### config.mk
export PLATFORM = sky130hd
export DESIGN_NAME = bcd_xs3_serial
export DESIGN_NICKNAME = d
export VERILOG_FILES = /design/src/rtl/bcd_xs3_pkg.sv /design/src/rtl/bcd_xs3_next.sv /design/src/rtl/bcd_xs3_out.sv /design/src/rtl/bcd_xs3_serial.sv
export SDC_FILE = /design/constraint.sdc
export NUM_CORES = 1
export LEC_CHECK = 0
export ABC_AREA = 1
export BUFFER_PORTS_ARGS = -buffer_cell sky130_fd_sc_hd__buf_2
export CORE_AREA = 3 3 40 42
export CTS_BUF_LIST = sky130_fd_sc_hd__clkbuf_2
export CTS_CLUSTER_DIAMETER = 150
export DETAILED_ROUTE_END_ITERATION = 6
export DIE_AREA = 0 0 43 45
export GPL_TIMING_DRIVEN = 0
export PLACE_DENSITY = 0.39
export RECOVER_POWER = 100
export SLEW_MARGIN = 10
export SYNTH_ARGS = -nofsm -noshare
export SYNTH_HDL_FRONTEND = slang
export SYNTH_HIERARCHICAL = 1
export SYNTH_SLANG_ARGS = --single-unit
### constraint.sdc
create_clock -name clk -period 3.2 [get_ports clk]
set_clock_uncertainty 0.15 [all_clocks]
set_input_delay 0.48 -clock clk [delete_from_list [all_inputs] [get_ports clk]]
set_output_delay 0.48 -clock clk [all_outputs]
set_load 0.03 [all_outputs]
### src/rtl/bcd_xs3_pkg.sv
// Package: shared state type for the serial BCD to Excess-3 converter.
// State names encode digit position (P0..P3), the output bit (HI/LO) and
// whether a carry into the next position is pending (_C).
package bcd_xs3_pkg;

    localparam int DIGIT_BITS = 4;
    localparam int STATE_W    = 4;

    typedef enum logic [STATE_W-1:0] {
        ST_IDLE    = 4'd0,   // digit start, nothing seen
        ST_P0_HI   = 4'd1,   // bit0 out 1, no carry
        ST_P0_LO_C = 4'd2,   // bit0 out 0, carry
        ST_P1_HI   = 4'd3,   // bit1 out 1, no carry
        ST_P1_LO_C = 4'd4,   // bit1 out 0, carry
        ST_P1_HI_C = 4'd5,   // bit1 out 1, carry
        ST_P2_LO   = 4'd6,   // bit2 out 0, no carry
        ST_P2_HI   = 4'd7,   // bit2 out 1, no carry
        ST_P2_LO_C = 4'd8,   // bit2 out 0, carry
        ST_P3_LO   = 4'd9,   // bit3 out 0, digit done
        ST_P3_HI   = 4'd10   // bit3 out 1, digit done
    } xs3_state_t;

endpackage

### src/rtl/bcd_xs3_next.sv
// Module: next-state logic of the serial Excess-3 adder.
// Assumes the input bit belongs to the position implied by the present state.
// The carry state at the third position always moves to the high end state,
// so out-of-range codes never leave the defined states.
module bcd_xs3_next
    import bcd_xs3_pkg::*;
(
    input  xs3_state_t cur_i,
    input  logic       bit_i,
    output xs3_state_t nxt_o
);

    // Purpose: one transition per present state and input bit.
    always_comb begin
        unique case (cur_i)
            ST_IDLE:    nxt_o = bit_i ? ST_P0_LO_C : ST_P0_HI;
            ST_P0_HI:   nxt_o = bit_i ? ST_P1_LO_C : ST_P1_HI;
            ST_P0_LO_C: nxt_o = bit_i ? ST_P1_HI_C : ST_P1_LO_C;
            ST_P1_HI:   nxt_o = bit_i ? ST_P2_HI   : ST_P2_LO;
            ST_P1_LO_C,
            ST_P1_HI_C: nxt_o = bit_i ? ST_P2_LO_C : ST_P2_HI;
            ST_P2_LO,
            ST_P2_HI:   nxt_o = bit_i ? ST_P3_HI   : ST_P3_LO;
            ST_P2_LO_C: nxt_o = ST_P3_HI;
            ST_P3_LO,
            ST_P3_HI:   nxt_o = bit_i ? ST_P0_LO_C : ST_P0_HI;
            default:    nxt_o = ST_IDLE;
        endcase
    end

endmodule

### src/rtl/bcd_xs3_out.sv
// Module: output decode of the Excess-3 machine.
// Assumes the output is a function of the state alone.
module bcd_xs3_out
    import bcd_xs3_pkg::*;
(
    input  xs3_state_t st_i,
    output logic       z_o
);

    // Purpose: map each state to the output bit it stands for.
    always_comb begin
        unique case (st_i)
            ST_P0_HI, ST_P1_HI, ST_P1_HI_C,
            ST_P2_HI, ST_P3_HI: z_o = 1'b1;
            default:            z_o = 1'b0;
        endcase
    end

endmodule

### src/rtl/bcd_xs3_serial.sv
// Module: top of the serial BCD to Excess-3 converter.
// Holds the state register and a registered output bit. It assumes digit
// alignment begins on the first clock after reset is released.
// MERGED_START=1 resets into the equivalent end-of-digit state.
module bcd_xs3_serial
    import bcd_xs3_pkg::*;
#(
    parameter bit MERGED_START = 1'b0
) (
    input  logic clk,
    input  logic rst_n,
    input  logic x_i,
    output logic z_o
);

    localparam xs3_state_t START_ST = MERGED_START ? ST_P3_LO : ST_IDLE;

    xs3_state_t state_q;
    xs3_state_t state_d;
    logic       z_d;

    bcd_xs3_next u_next (
        .cur_i (state_q),
        .bit_i (x_i),
        .nxt_o (state_d)
    );

    bcd_xs3_out u_out (
        .st_i (state_d),
        .z_o  (z_d)
    );

    // Purpose: advance the state and register the output bit of the new state.
    always_ff @(posedge clk) begin
        if (!rst_n) begin
            state_q <= START_ST;
            z_o     <= 1'b0;
        end else begin
            state_q <= state_d;
            z_o     <= z_d;
        end
    end


    reset_start_chk: assert property (@(posedge clk) disable iff (!rst_n)
        $rose(rst_n) |-> (state_q == START_ST) && !z_o);


    digit_wrap_chk: assert property (@(posedge clk) disable iff (!rst_n)
        (state_q == ST_P3_LO || state_q == ST_P3_HI)
        |=> (state_q == ST_P0_HI || state_q == ST_P0_LO_C));


    overrange_chk: assert property (@(posedge clk) disable iff (!rst_n)
        (state_q == ST_P2_LO_C) |=> (state_q == ST_P3_HI) && z_o);


    lsb_entry_chk: assert property (@(posedge clk) disable iff (!rst_n)
        (state_q == ST_P0_HI && $past(rst_n)) |-> !$past(x_i) && z_o);

endmodule

==> results of run 1 <==
-- sequential cells by signal, summed over array words and instances, names as in the netlist --
register / count
state_q: 4
z_o: 1
-- cell usage in the layout (no fill, tap or decap) --
cell,netlist,layout
a21oi_1,1,1
nand3_1,10,10
nor2_1,6,6
buf_2,0,2
nor2_2,3,3
dfxtp_1,5,5
nand2_1,18,18
inv_1,10,10
nor2_4,1,1
inv_2,2,2
clkbuf_1,0,2
o211ai_1,1,1
clkbuf_2,0,4
-- layer usage --
metal  up-vias  routed length (um)  GRT usage, %
met4         0                   0          3.61
met3         0                   5          2.39
met2         2                 334          11.1
met5         -                   0             0
li1        190                   -             -
met1       135                 344          10.6
-- worst max-delay path, cell delays in order, from the launching register on --
cell,delay [ns]
dfxtp_1,0.30
clkbuf_1,0.28
nor2_1,0.11
nand3_1,0.11
nand3_1,0.08
nor2_1,0.09
nand2_1,0.09
inv_1,0.08
nor2_2,0.03
nand2_1,0.05
nand2_1,0.04
nand2_1,0.05
inv_1,0.03
-- power by group --
group	internal [mW]	switching, mW
Combinational	0.0865	0.163
Sequential	0.0892	0.0209
Clock	0.0331	0.0267
-- cells by family (layout without fill, tap and decap cells) --
group	Yosys count	in the layout	synth area share, %
and+or+nand+nor	38	38	50.2
buffers and inverters	13	20	16.6
DFF	5	5	29.5
AOI/OAI and AO/OA	2	2	3.69
-- area by class of cell --
type | count | area [um2]
inverters | 12 | 45.0
well taps | 15 | 18.8
repair buffers | 3 | 13.8
plain buffers | 1 | 3.75
multi-input cells | 40 | 183
clock buffers | 4 | 20.0
flip-flops and latches | 5 | 100
fillers | 142 | 901
-- path summary, 6_finish.rpt --
kind	end	depth (start not counted)	slack (ns)	start
worst min-delay path	z_o$_SDFF_PN0_	3	0.36	rst_n
worst min register to register	state_q[2]$_SDFF_PN0_	6	0.57	state_q[0]$_SDFF_PN0_
worst max register to register	z_o$_SDFF_PN0_	12	1.60	state_q[1]$_SDFF_PN0_
worst max-delay path	z_o$_SDFF_PN0_	12	1.60	state_q[1]$_SDFF_PN0_
-- metrics by stage --
stage	area, um2	std cells	utilization [%]	setup WS (ns)
6_report	384	80	29.9	1.60
5_1_grt	384	80	29.9	1.45
4_1_cts	393	80	30.6	1.77
3_5_place_dp	373	76	29.0	1.60
3_3_place_gp	373	76	29.0	1.58
2_1_floorplan	339	58	-	1.89
==> impl_metrics.ini, run 1 <==
[sta]
final_period_util_pct = 50.0
timing_hold_violations_final = 0
transition_at_the_pin_with_the_smallest_max_transition_slack_ns = 0.368
period_minus_slack_ns = 1.60
whs_ns = 0.356
setup_viol = 0
relSlewSlack_pct = 75.6
fmax_ghz = 0.625
rsz0062_at_grt = no
timing_max_transition_violations_final = 0
finalSetupTns_ns = 0

[die]
pin_count = 4
die_area_um2 = 1940
core-area_um2 = 1280
std_cell_rows = 13
chipWidth_um = 43
die_ht_um = 45
effective_utilization_at_floorplan_pct = 26.4

[drt]
wire_per_inst_um = 8.54
drt-total-wl_um = 683
route.vias.total = 327
drt_pass1_iterations = 4
remaining_drc_errors = 0
route.antenna.remaining_nets = 0
drt_first_iter_violations = 8
vias_per_cell = 4.09

[synth]
synth_cell_type_count = 11
flip_flop_and_latch_count_after_synthesis = 5
yosysWarnings = 6
synthDominantCellAreaShare_pct = 29.5
synth.cells.most_frequent = 18 x nand2_1, 10 x inv_1, 10 x nand3_1, 6 x nor2_1, 5 x dfxtp_1
synthesis.nets = 61
combined_area_of_all_synthesized_cells_um2 = 339
yosys.cell_count.top_type = nand2_1
postSynthAreaPerCell_um2 = 5.85
synth_largest_area_cell = dfxtp_1
synth_enable_flop_cells = 0
synth_seq_area_share_pct = 29.5
synthTopCellsByArea = dfxtp_1 30%, nand2_1 20%, nand3_1 15%
synthArstFlopShare_pct = 0
dominantRegCellSynth = dfxtp_1
synthCells = 58

[grt]
grt_pass1_wl_mm = 1.11
pin_count_of_the_biggest_net_entering_global_routing = 9
grt.total_usage_pct = 7.75
grt_antenna_before_repair = 0
grt_overflow = 0
grt_pass1_vias = 285

[cts]
root_buffer = clkbuf_2
cts.clk_slew.worst_paths_ns = 0.06
cts_inserted_buffers = 3
clkLatencyLatePin_ns = 0.22
ctsHtreeMaxLevel = 1
tritoncts = built
cts_setup_buffers = 0
cts_hold_repair.buffers = 0
cts_buffer_depth = 2
cts_resized = 0
tritoncts_num_sinks = 5

[layout]
n_antenna_cell = 0
area.growth.synth_to_final_pct = 13.3
layout-drive-gt1-share_pct = 18.5
layout.nets = 69

[power]
p_leak_nw = 0.225
pwr_density_cell_nw_per_um2 = 1090
vdd_ir_drop_max_mv = 0.362
totalPowerFinal_mw = 0.419

[worst_setup_path]
crit_type = flop to flop
critical_path_peak_fanout = 8
startpoint_type = flop
endpoint_kind = flop
critical_path_arrival_ns = 1.57
critPathRequiredTime_ns = 3.17

[placement]
globalplace.congestion = 0.776
dp_hpwl_um = 537
io_buffers = 3

[hold_path]
worstHoldPathType = input port to flop

[run]
cap_violations = 0

[outcome]
outcome = finished, final reports clean
Power figures use the tool's default switching activity.
==> run 2: changes to the inputs <==
Settings changed: ABC_AREA 1 to 0, PLACE_DENSITY 0.39 to 0.37.
Clock period 3.2 ns to 1.4 ns, I/O delays scaled along.
==> run 2 against run 1 <==
The flow now finishes with violations (negative setup slack); sequential cell count is the same; first-iteration DRC count fell by 50%; critical path depth fell by 6; setup slack got worse by 1.7 ns; clock power up 120%; fmax rose by 4.1%; via count fell by 17%; register-to-register slack worse by 1.7 ns; cell count shrank 29%; sequential share of layout area is 4.2 points higher; utilization shrank 1.6 points; sequential power grew 130%; highest routed layer unchanged.
==> impl_metrics.ini, run 2 <==
[worst_setup_path]
worst_r2r_path_depth = 6
reg2reg_setup_slack_ns = -0.14
crit-reg2reg-capture = z_o$_SDFF_PN0_
crit_type = flop to flop
startpoint_type = flop
regToRegStartpoint = state_q[1]$_SDFF_PN0_
launching_element_of_the_worst_setup_path = state_q[1]$_SDFF_PN0_
endpoint_kind = flop
critical_path_arrival_ns = 1.50
critPathRequiredTime_ns = 1.36
critical_path_peak_fanout = 7

[grt]
pin_count_of_the_biggest_net_entering_global_routing = 11
grt_pass1_wl_um = 945
grt_pass1_vias = 263
grt_antenna_before_repair = 0
grt.total_usage_pct = 6.98
grt_overflow = 0

[power]
power_switching_mw = 0.234
clock_network_fraction_of_total_power_pct = 20.5
combPwrFrac_pct = 39.1
cellInternalPower_mw = 0.398
power.share.sequential_pct = 40.4
totalPowerFinal_mw = 0.632
netSwitchingFraction_pct = 37.1
p_leak_nw = 0.147
vdd_ir_drop_max_mv = 0.522
pwr_density_cell_nw_per_um2 = 1740

[synth]
synth_seq_area_share_pct = 34.5
synthDominantCellAreaShare_pct = 34.5
synth_cell_type_count = 19
postSynthAreaPerCell_um2 = 8.06
synth_enable_flop_cells = 0
synth_largest_area_cell = dfxtp_1
flip_flop_and_latch_count_after_synthesis = 5
synthesis.nets = 39
yosysWarnings = 6
synthTopCellsByArea = dfxtp_1 34%, and2_1 11%, nand3b_1 5.2%
synth.cells.most_frequent = 5 x and2_1, 5 x dfxtp_1, 4 x nor2_1, 3 x inv_1, 3 x nand2_1
synthCells = 36
dominantRegCellSynth = dfxtp_1
synthArstFlopShare_pct = 0
combined_area_of_all_synthesized_cells_um2 = 290

[drt]
drt_first_iter_violations = 4
wire_per_inst_um = 10.4
vias_per_cell = 4.74
remaining_drc_errors = 0
route.vias.total = 270
drt-total-wl_um = 591
drt_pass1_iterations = 4
route.antenna.remaining_nets = 0

[outcome]
violations = negative setup slack
outcome = finished with violations

[sta]
relSlewSlack_pct = 76.4
period_minus_slack_ns = 1.54
final_worst_setup_slack_ns = -0.137
setup_viol = 2
transition_at_the_pin_with_the_smallest_max_transition_slack_ns = 0.350
final_period_util_pct = 110
timing_hold_violations_final = 0
timing_max_transition_violations_final = 0
rsz0062_at_grt = yes
fmax_ghz = 0.651

[placement]
io_buffers = 2
placed_cell_area_um2 = 323
globalplace.congestion = 0.678

[die]
std_cell_rows = 13
pin_count = 4
die_area_um2 = 1940
die_ht_um = 45
chipWidth_um = 43
effective_utilization_at_floorplan_pct = 22.6
core-area_um2 = 1280

[layout]
area.growth.synth_to_final_pct = 25.4
regMostFlops = state_q
largest_register_ffs = 4
n_antenna_cell = 0
layout-drive-gt1-share_pct = 31.0
regs_by_ff_count = state_q x4, z_o x1
finalCoreUtilization_pct = 28.3
mostFrequentLayoutCells = 5 x and2_1, 5 x clkbuf_2, 4 x nor2_1
final_design_area_no_fill_um2 = 364
layout.nets = 46

[hold_path]
worstHoldPathType = input port to flop
min_from = rst_n
hold-path-cell-count = 2
hold-path-endpoint = state_q[0]$_SDFF_PN0_

[cts]
cts_buffer_depth = 2
tritoncts = built
cts.clk_slew.worst_paths_ns = 0.05
cts_inserted_buffers = 3
ctsHtreeMaxLevel = 1
root_buffer = clkbuf_2
clkLatencyLatePin_ns = 0.21
tritoncts_num_sinks = 5

[run]
cap_violations = 0
run 2: worst max-delay path by stage:
| stage | endpoint | slack [ns] | cells after the start |
|---|---|---|---|
| 2_1_floorplan | z_o$_SDFF_PN0_ | -0.03 | 6 |
| 3_3_place_gp | z_o$_SDFF_PN0_ | -0.19 | 6 |
| 3_5_place_dp | z_o$_SDFF_PN0_ | -0.15 | 6 |
| 4_1_cts | z_o$_SDFF_PN0_ | -0.12 | 6 |
| 5_1_grt | z_o$_SDFF_PN0_ | -0.18 | 6 |
| 6_report | z_o$_SDFF_PN0_ | -0.14 | 6 |
run 2: final cells by class:
type / count / area [um2]
fill: 144 / 921
multi-input combinational: 27 / 190
sequential: 5 / 110
clock buffer: 4 / 20.0
tap: 15 / 18.8
inverter: 3 / 11.3
timing repair buffer: 2 / 8.76
buffer: 1 / 5.00
run 2: layer usage:
layer	GRT usage [%]	up-vias	wire length, um
met5	0	-	0
met4	9.04	0	0
met3	1.20	0	8
met2	13.2	2	351
met1	5.28	129	230
li1	-	139	-
run 2: kinds of logic (layout without fill, tap and decap cells):
kind of cell | Yosys count | in the layout | synth area share (%)
muxes | 1 | 1 | 3.45
AOI/OAI and AO/OA | 9 | 9 | 24.6
and+or+nand+nor | 17 | 17 | 31.9
DFF | 5 | 5 | 34.5
buffers and inverters | 4 | 10 | 5.60
run 2: per-stage QoR:
stage | setup WS (ns) | TNS, ns | std cells | hold slack (ns)
floorplan | -0.0303 | -0.0303 | 36 | 0.182
global placement | -0.190 | -0.190 | 53 | 0.312
detailed placement | -0.152 | -0.156 | 53 | 0.319
CTS | -0.123 | -0.123 | 57 | 0.0867
global route | -0.182 | -0.213 | 57 | 0.0977
finish | -0.137 | -0.140 | 57 | 0.0985
run 2: timing repair:
| item | CTS | global route |
|---|---|---|
| hold buffers | 0 | 0 |
| setup buffers | 0 | 0 |
| gates resized for setup | 5 | 2 |
| endpoints found under the setup margin | 2 | 2 |
run 2: critical path, cell delays in order, from the launching register on:
cell      delay [ns]
dfxtp_4         0.38
nand2_2         0.05
o221a_1         0.20
a221o_1         0.35
nand3b_1        0.10
mux2i_1         0.06
and2_1          0.14
run 2: power by group through the flow:
stage / registers, mW / clock network [mW] / logic (mW)
after floorplan: 0.248 / 0 / 0.176
after global placement: 0.242 / 0 / 0.236
after detailed placement: 0.241 / 0 / 0.235
after CTS: 0.249 / 0.136 / 0.238
after global routing: 0.264 / 0.147 / 0.268
final: 0.255 / 0.130 / 0.247
==> run 3: changes to the inputs <==
Settings changed: SKIP_CTS_REPAIR_TIMING set to 1.
==> run 3 against run 2 <==
The run still ends with negative setup slack left; clock power is essentially flat; largest power group unchanged; cell count is the same; highest routed layer unchanged; die area is the same; routed wire length shrank 5.2%; sequential cell count is the same; sequential power is essentially flat; total power shrank 2.2%; critical path depth is the same; register-to-register slack is essentially flat.
==> impl_metrics.ini, run 3 (synthesis gave the netlist of run 2 again) <==
[layout]
regs_by_ff_count = state_q x4, z_o x1
finalNonFillerCells = 57
n_antenna_cell = 0
layout.nets = 46
mostFrequentLayoutCells = 5 x and2_1, 5 x clkbuf_2, 4 x nor2_1
layout-drive-gt1-share_pct = 26.2
area.growth.synth_to_final_pct = 22.0
largest_register_ffs = 4
regMostFlops = state_q

[cts]
cts.clk_slew.worst_paths_ns = 0.05
clkLatencyLatePin_ns = 0.21
tritoncts = built
tritoncts_num_sinks = 5
root_buffer = clkbuf_2
ctsHtreeMaxLevel = 1
cts_buffer_depth = 2
cts_inserted_buffers = 3

[placement]
io_buffers = 2
globalplace.congestion = 0.678
post_placement_setup_slack_ns = -0.152
dp_cells = 53

[power]
netSwitchingFraction_pct = 37.0
cellInternalPower_mw = 0.389
power_switching_mw = 0.228
combPwrFrac_pct = 38.2
p_leak_nw = 0.143
vdd_ir_drop_max_mv = 0.517
totalPowerFinal_mw = 0.618
clock_network_fraction_of_total_power_pct = 21.0
pwr_density_cell_nw_per_um2 = 1740
power.share.sequential_pct = 40.8

[worst_setup_path]
launching_element_of_the_worst_setup_path = state_q[1]$_SDFF_PN0_
reg2reg_setup_slack_ns = -0.13
endpoint_kind = flop
regToRegStartpoint = state_q[1]$_SDFF_PN0_
crit-reg2reg-capture = z_o$_SDFF_PN0_
crit_type = flop to flop
startpoint_type = flop
critPathRequiredTime_ns = 1.36
worstSetupEndpoint = z_o$_SDFF_PN0_
worst_r2r_path_depth = 6
critical_path_arrival_ns = 1.49
critical_path_peak_fanout = 7

[die]
die_area_um2 = 1940
chipWidth_um = 43
effective_utilization_at_floorplan_pct = 22.6
std_cell_rows = 13
die_ht_um = 45
core-area_um2 = 1280
pin_count = 4

[sta]
fmax_ghz = 0.652
setup_viol = 1
rsz0062_at_grt = yes
transition_at_the_pin_with_the_smallest_max_transition_slack_ns = 0.348
final_period_util_pct = 110
finalSetupTns_ns = -0.135
relSlewSlack_pct = 76.6
timing_max_transition_violations_final = 0
period_minus_slack_ns = 1.53
final_worst_setup_slack_ns = -0.135
timing_hold_violations_final = 0

[grt]
global_route.usage.met3_pct = 1.20
pin_count_of_the_biggest_net_entering_global_routing = 11
grt_antenna_before_repair = 0
grtUsageMet1_pct = 5.29
grt.total_usage_pct = 6.74
grt_pass1_wl_um = 910
grt_overflow = 0
grt_pass1_vias = 254
globalRoute.busiestLayer = met2
gr-usage-met2_pct = 12.3

[outcome]
violations = negative setup slack
outcome = finished with violations

[drt]
drt_first_iter_violations = 4
wire_per_inst_um = 9.82
route.vias.total = 274
vias_per_cell = 4.81
drt-total-wl_um = 560
drt_pass1_iterations = 4
route.antenna.remaining_nets = 0
remaining_drc_errors = 0

[run]
cap_violations = 0

[hold_path]
worstHoldPathType = input port to flop
## run 3: changes by cell type in the layout (fill, tap and decap cells not counted)
cell      before  now
nand2b_4       1    0
nand2_1        2    3
nand2b_1       0    1
nand2_2        1    0
## run 3: per-stage QoR
stage / utilization (%) / area, um2 / hold slack [ns]
detailed placement: 25.1 / 323 / 0.319
global route: 27.6 / 354 / 0.0977
finish: 27.6 / 354 / 0.0964
CTS: 26.7 / 343 / 0.0868
floorplan: - / 294 / 0.182
global placement: 25.1 / 323 / 0.312
## run 3: worst min path at each step
| stage | start | to | slack, ns | cells after the start |
|---|---|---|---|---|
| floorplan | rst_n | state_q[1]$_SDFF_PN0_ | 0.18 | 1 |
| global route | rst_n | z_o$_SDFF_PN0_ | 0.1 | 2 |
| CTS | rst_n | state_q[0]$_SDFF_PN0_ | 0.09 | 2 |
| detailed placement | rst_n | state_q[0]$_SDFF_PN0_ | 0.32 | 2 |
| finish | rst_n | state_q[0]$_SDFF_PN0_ | 0.1 | 2 |
| global placement | rst_n | state_q[3]$_SDFF_PN0_ | 0.31 | 2 |
## run 3: routing by layer
| layer | routed length, um | vias to the layer above |
|---|---|---|
| li1 | - | 138 |
| met1 | 228 | 134 |
| met2 | 322 | 2 |
| met3 | 8 | 0 |
| met4 | 0 | 0 |
| met5 | 0 | - |
## run 3: final cells by class
cell class	instances	area (um2)
Fill cell	148	931
Multi-Input combinational cell	27	180
Sequential cell	5	110
Clock buffer	4	20.0
Tap cell	15	18.8
Inverter	3	11.3
Timing Repair Buffer	2	8.76
Buffer	1	5.00
## run 3: power groups by stage
stage / registers (mW) / clock network (mW) / logic [mW]
after floorplan: 0.248 / 0 / 0.176
after global placement: 0.242 / 0 / 0.236
after detailed placement: 0.241 / 0 / 0.235
after CTS: 0.237 / 0.136 / 0.236
after global routing: 0.261 / 0.147 / 0.260
final: 0.252 / 0.130 / 0.236
## run 3: worst max-delay path, cell delays in order (launching register included)
cell and delay [ns]:
dfxtp_4 0.38, nand2_1 0.05, o221a_1 0.20, a221o_1 0.35, nand3b_1 0.10, mux2i_1 0.06
and2_1 0.14
